### src/rtl/llscPkg.sv
package llscPkg;
  typedef enum logic [1:0] {
    OP_LOAD  = 2'd0,
    OP_STORE = 2'd1,
    OP_LL    = 2'd2,
    OP_SC    = 2'd3
  } opE;

  // Strobes from control to the reservation datapath
  typedef struct packed {
    logic active;   // some core is granted this cycle
    logic llSet;    // granted core takes a reservation
    logic scUse;    // granted core consumes its reservation
    logic wrClear;  // a write reaches memory: drop matching reservations of other cores
  } strobeT;
endpackage

### src/rtl/llscData.sv
module llscData
  import llscPkg::*;
#(
  parameter int NUM_CORES = 4,
  parameter int ADDR_W    = 16,
  parameter int DATA_W    = 32,
  localparam int IDX_W    = (NUM_CORES > 1) ? $clog2(NUM_CORES) : 1
) (
  input  logic                          clk,
  input  logic                          rstN,
  input  logic [NUM_CORES-1:0]          grant,
  input  logic [IDX_W-1:0]              grantIdx,
  input  strobeT                        st,
  input  logic [NUM_CORES*ADDR_W-1:0]   reqAddr,
  input  logic [NUM_CORES*DATA_W-1:0]   reqWdata,
  output logic [ADDR_W-1:0]             selAddr,
  output logic [DATA_W-1:0]             selWdata,
  output logic                          ownMatch
);
  logic [NUM_CORES-1:0] resValid;
  logic [ADDR_W-1:0]    resAddr [NUM_CORES];

  assign selAddr  = reqAddr[int'(grantIdx)*ADDR_W +: ADDR_W];
  assign selWdata = reqWdata[int'(grantIdx)*DATA_W +: DATA_W];
  assign ownMatch = st.active && resValid[grantIdx] && (resAddr[grantIdx] == selAddr);

  for (genvar c = 0; c < NUM_CORES; c++) begin : g_res
    logic hitOther;
    assign hitOther = st.wrClear && !grant[c] && resValid[c] && (resAddr[c] == selAddr);

    always_ff @(posedge clk) begin
      if (!rstN) begin
        resValid[c] <= 1'b0;
        resAddr[c]  <= '0;
      end else if (grant[c] && st.llSet) begin
        resValid[c] <= 1'b1;
        resAddr[c]  <= selAddr;
      end else if (grant[c] && st.scUse) begin
        resValid[c] <= 1'b0;
      end else if (hitOther) begin
        resValid[c] <= 1'b0;
      end
    end

    assert_ll_sets_R4: assert property (@(posedge clk) disable iff (!rstN)
      (grant[c] && st.llSet) |=> (resValid[c] && resAddr[c] == $past(selAddr)));

    assert_sc_consumes_R8: assert property (@(posedge clk) disable iff (!rstN)
      (grant[c] && st.scUse) |=> !resValid[c]);

    assert_other_write_clears_R7: assert property (@(posedge clk) disable iff (!rstN)
      (st.wrClear && !grant[c] && resValid[c] && resAddr[c] == selAddr) |=> !resValid[c]);
  end
endmodule

### src/rtl/llscCtrl.sv
module llscCtrl
  import llscPkg::*;
#(
  parameter int NUM_CORES = 4,
  localparam int IDX_W    = (NUM_CORES > 1) ? $clog2(NUM_CORES) : 1
) (
  input  logic                     clk,
  input  logic                     rstN,
  input  logic [NUM_CORES-1:0]     reqValid,
  input  logic [2*NUM_CORES-1:0]   reqType,
  input  logic                     ownMatch,
  output logic [NUM_CORES-1:0]     grant,
  output logic [IDX_W-1:0]         grantIdx,
  output strobeT                   st,
  output logic                     memValid,
  output logic                     memWrite,
  output logic                     rspFromMem,
  output logic                     scOk
);
  opE op;

  // Fixed priority: lowest core index wins
  always_comb begin
    grant    = '0;
    grantIdx = '0;
    for (int i = NUM_CORES - 1; i >= 0; i--) begin
      if (reqValid[i]) begin
        grant    = '0;
        grant[i] = 1'b1;
        grantIdx = IDX_W'(i);
      end
    end
  end

  assign op = opE'(reqType[{grantIdx, 1'b0} +: 2]);

  always_comb begin
    st.active  = |grant;
    st.llSet   = st.active && (op == OP_LL);
    st.scUse   = st.active && (op == OP_SC);
    scOk       = st.scUse && ownMatch;
    memWrite   = st.active && ((op == OP_STORE) || scOk);
    memValid   = st.active && ((op != OP_SC) || scOk);
    st.wrClear = memWrite;
    rspFromMem = (op == OP_LOAD) || (op == OP_LL);
  end

  assert_grant_onehot_R2: assert property (@(posedge clk) disable iff (!rstN)
    $onehot0(grant));

  assert_grant_requested_R2: assert property (@(posedge clk) disable iff (!rstN)
    (grant & ~reqValid) == '0);

  assert_grant_lowest_R2: assert property (@(posedge clk) disable iff (!rstN)
    (|grant) |-> (((grant - 1'b1) & reqValid) == '0));

  assert_no_idle_R2: assert property (@(posedge clk) disable iff (!rstN)
    (|reqValid) |-> (|grant));
endmodule

### src/rtl/llscMonitor.sv
module llscMonitor
  import llscPkg::*;
#(
  parameter int NUM_CORES = 4,
  parameter int ADDR_W    = 16,
  parameter int DATA_W    = 32
) (
  input  logic                          clk,
  input  logic                          rstN,
  input  logic [NUM_CORES-1:0]          reqValid,
  input  logic [2*NUM_CORES-1:0]        reqType,
  input  logic [NUM_CORES*ADDR_W-1:0]   reqAddr,
  input  logic [NUM_CORES*DATA_W-1:0]   reqWdata,
  output logic [NUM_CORES-1:0]          reqGrant,
  output logic [DATA_W-1:0]             rspData,
  output logic                          memValid,
  output logic                          memWrite,
  output logic [ADDR_W-1:0]             memAddr,
  output logic [DATA_W-1:0]             memWdata,
  input  logic [DATA_W-1:0]             memRdata
);
  localparam int IDX_W = (NUM_CORES > 1) ? $clog2(NUM_CORES) : 1;

  logic [IDX_W-1:0] grantIdx;
  strobeT           st;
  logic             ownMatch;
  logic             rspFromMem;
  logic             scOk;

  llscCtrl #(.NUM_CORES(NUM_CORES)) i_ctrl (
    .clk(clk), .rstN(rstN), .reqValid(reqValid), .reqType(reqType),
    .ownMatch(ownMatch), .grant(reqGrant), .grantIdx(grantIdx), .st(st),
    .memValid(memValid), .memWrite(memWrite), .rspFromMem(rspFromMem), .scOk(scOk)
  );

  llscData #(.NUM_CORES(NUM_CORES), .ADDR_W(ADDR_W), .DATA_W(DATA_W)) i_data (
    .clk(clk), .rstN(rstN), .grant(reqGrant), .grantIdx(grantIdx), .st(st),
    .reqAddr(reqAddr), .reqWdata(reqWdata), .selAddr(memAddr),
    .selWdata(memWdata), .ownMatch(ownMatch)
  );

  assign rspData = rspFromMem ? memRdata : {{(DATA_W-1){1'b0}}, scOk};
endmodule

### config.mk
export PLATFORM = sky130hd
export DESIGN_NAME = llscMonitor
export DESIGN_NICKNAME = d
export VERILOG_FILES = /design/src/rtl/llscPkg.sv /design/src/rtl/llscData.sv /design/src/rtl/llscCtrl.sv /design/src/rtl/llscMonitor.sv
export SDC_FILE = /design/constraint.sdc
export NUM_CORES = 1
export LEC_CHECK = 0
export ABC_AREA = 1
export CAP_MARGIN = 15
export CORE_MARGIN = 2
export CORE_UTILIZATION = 43
export DETAILED_ROUTE_END_ITERATION = 8
export GPL_TIMING_DRIVEN = 0
export PLACE_DENSITY = 0.82
export SLEW_MARGIN = 5
export SYNTH_ARGS = -nofsm -noshare
export SYNTH_HDL_FRONTEND = slang
export SYNTH_SLANG_ARGS = --single-unit
### constraint.sdc
create_clock -name clk -period 4.27 [get_ports clk]
set_input_delay 0.427 -clock clk [delete_from_list [all_inputs] [get_ports clk]]
set_output_delay 0.427 -clock clk [all_outputs]
set_load 0.05 [all_outputs]
==> flow_summary.ini <==
[pwr]
ir_worst_vdd_v = 0.000249
power_mw = 3.08
powerDensity_mw_per_mm2 = 278
leakagePower_nw = 5.51

[sta]
slew_headroom_pct = 41.7
tightest_slew_ns = 0.875
finalSetupViolations = 0
min_period_ns = 4.09
skew_ns = 0.00785
fmax_mhz = 244
hold_viol_final = 0
rsz0062_at_grt = false
finalCritPeriodShare_pct = 95.9
whs_ns = 0.578
report.final.slew_viol_count = 0

[cts]
cts_sinks = 68
cts_root_buffer = clkbuf_16
clock_latency_ns = 0.34
numCtsBuffers = 9
cts_buffer_depth = 2
cts_max_level = 3
cts_setup_buffers = 0
cts.reportedPaths.clkPinSlew_ns = 0.06
cts_tree = done

[yosys]
syn_nets = 1505
syn_avg_cell_area_um2 = 5.65
synthCells = 1267
ys_warn_count = 0
yosys.area.top_type = edfxtp_1
synth_top_area_share_pct = 26.8
synth-seq-cells = 68
synthTopCellsByArea = edfxtp_1 27%, nand2_1 22%, nand3_1 12%, nor2_1 11%, inv_1 9.2%
post_synth_num_cell_types = 29
ys_seq_area_share_pct = 28.0
syn_area_mm2 = 0.00716

[die]
die_x_um = 133
rows = 47
die_h_um = 133
ioPinCount = 324
core_area_mm2 = 0.0164
start_util_pct = 43.7
die_area_mm2 = 0.0177

[min_path]
hp-class = reg -> reg

[layout]
drive_gt1_share_pct = 5.10
multi_input_area_mm2 = 0.00417
diodes = 0
ff_latch_area_mm2 = 0.00200
fillers = 1474
nets = 1842
syn_to_final_growth_pct = 54.3

[critical_path]
worst_ep_arrival_time_ns = 3.67
cp_max_fo = 10
cp-start-kind = primary input
crit_required_ns = 3.84
rr_endpoint = i_data.resValid[2]$_SDFFE_PN0P_
r2r_setup_slack_ns = 2.33
r2r_start = i_data.resAddr[3][6]$_SDFFCE_PN0P_
critPathCapture = memWrite
critPathLaunch = reqValid[0]
reg2reg_depth = 14
crit_path_end_kind = output pin
critical_path_class = in -> out

[routing]
vias_per_cell = 5.38
dr.first_iter.drc_count = 1331
first_pass_iters = 6
totalWireLength_um = 32600
ant_nets = 0
post-route-drc-count = 0
wl_per_cell_um = 17.8
vias = 9834

[run]
maxCapViolCount = 0

[outcome]
status = finished clean

[global_routing]
grt_pass1_wl_um = 49400
grt_pass1_vias = 9087
antenna_found_initial = 0
grt_max_degree = 12
track_usage_pct = 35.8
overflow = 0

[placement]
place_hpwl_um = 25400
gp_congestion = 0.982
port_buffers = 323
[metal layers]
layer  routed length [µm]  vias to the layer above  global-route usage [%]
met4                 1230                        0                    13.0
li1                     -                     4681                       -
met3                 4150                      123                    8.12
met5                    0                        -                       0
met1                12900                     4311                    48.7
met2                14300                      719                    55.7
[per-stage QoR]
stage	TNS (ns)	cell area, µm²	instances	setup WS (ns)	util (%)
floorplan	0	7160	1267	1.02	-
global placement	-53.10	10700	1810	-0.886	65.0
detailed placement	-0.924	10700	1814	-0.167	65.5
CTS	0	11000	1830	0.00300	67.2
global route	0	11100	1829	0.00541	67.4
finish	0	11100	1829	0.177	67.4
[kinds of logic (layout without fill, tap and decap cells)]
| group | Yosys count | count (layout) | synth area share, % |
|---|---|---|---|
| DFF | 68 | 68 | 28.0 |
| AOI/OAI and AO/OA | 129 | 129 | 9.94 |
| buffers and inverters | 248 | 590 | 14.1 |
| and+or+nand+nor | 817 | 817 | 47.4 |
| xor gates and xnor gates | 5 | 5 | 0.611 |
[how the worst min path moves through the flow]
stage	from	endpoint	cells past startpoint
after floorplan	i_data.resValid[2]$_SDFFE_PN0P_	i_data.resValid[2]$_SDFFE_PN0P_	4
after global placement	i_data.resValid[2]$_SDFFE_PN0P_	i_data.resValid[2]$_SDFFE_PN0P_	4
after detailed placement	i_data.resValid[1]$_SDFFE_PN0P_	i_data.resValid[1]$_SDFFE_PN0P_	4
after CTS	i_data.resValid[0]$_SDFFE_PN0P_	i_data.resValid[0]$_SDFFE_PN0P_	4
after global routing	i_data.resValid[0]$_SDFFE_PN0P_	i_data.resValid[0]$_SDFFE_PN0P_	4
final	i_data.resValid[0]$_SDFFE_PN0P_	i_data.resValid[0]$_SDFFE_PN0P_	4
[state kept, by name, summed over array words and instances, names as in the netlist]
register	flops
i_data.resValid	4
i_data.resAddr	64
[area by class of cell]
type,count,share of cell area [%]
multi-input combinational,951,37.7
timing repair buffer,327,29.8
sequential,68,18.1
inverter,180,6.11
buffer,67,3.01
tap,220,2.49
clock buffer,10,2.07
clock inverter,6,0.713
[cell usage in the layout (no fill, tap or decap), types with 5 or more instances in the layout]
cell / Yosys / layout
nand2_1: 418 / 418
clkdlybuf4s50_1: 0 / 289
nor2_1: 203 / 203
inv_1: 175 / 175
nand3_1: 169 / 169
o21ai_0: 75 / 71
edfxtp_1: 64 / 64
o22ai_1: 41 / 41
clkbuf_1: 35 / 30
buf_2: 25 / 25
dlygate4sd2_1: 0 / 20
dlymetal6s2s_1: 0 / 12
clkbuf_16: 0 / 9
nand2_2: 8 / 8
inv_2: 5 / 5
buf_6: 4 / 5
o21ai_2: 1 / 5
clkbuf_2: 0 / 5
nand3b_1: 5 / 5
xor2_1: 5 / 5
[worst max-delay path: stages]
cell and delay [ns]:
clkdlybuf4s50_1 0.53, inv_2 0.26, nand2_4 0.12, nand2_4 0.15
buf_2 0.26, nand2_1 0.11, nand3_1 0.10, nand2_1 0.24
nand2_1 0.22, nand2_1 0.06, nor2_1 0.11, nand2_1 0.08
nor2_1 0.13, nand3_2 0.13, a21oi_1 0.17, clkdlybuf4s15_1 0.53
[where the power goes]
part | total (mW) | leakage [nW] | internal, mW | switching [mW]
logic | 1.47 | 4.71 | 0.531 | 0.943
registers | 0.815 | 0.648 | 0.781 | 0.0339
clock network | 0.788 | 0.145 | 0.505 | 0.283
total | 3.08 | 5.51 | 1.82 | 1.26
[synthesized netlist by cell type]
| cell type | instances |
|---|---|
| buf_2 | 25 |
| o21ai_1 | 3 |
| nand3b_1 | 5 |
| o21ai_0 | 75 |
| a21oi_1 | 4 |
| o22ai_1 | 41 |
| buf_6 | 4 |
| edfxtp_1 | 64 |
| nand3_1 | 169 |
| o211ai_1 | 4 |
| nor3_1 | 2 |
| nand3_2 | 4 |
| dfxtp_1 | 4 |
| inv_2 | 5 |
| nor2_2 | 1 |
| nand2_1 | 418 |
| a31oi_1 | 1 |
| nand2_4 | 2 |
| inv_1 | 175 |
| xor2_1 | 5 |
| nand4_2 | 1 |
| buf_4 | 4 |
| nor2_4 | 1 |
| o21ai_2 | 1 |
| clkbuf_1 | 35 |
| nand2_2 | 8 |
| nand4_1 | 2 |
| nand3_4 | 1 |
| nor2_1 | 203 |
[timing repair]
action	in CTS	in global routing
gates resized for setup	22	24
endpoints found under the setup margin	22	21
pin swaps	0	0
hold buffers	0	0
gates cloned	0	0
endpoints found under the hold margin	0	0
Note: power is estimated with default switching activity, not from simulation.
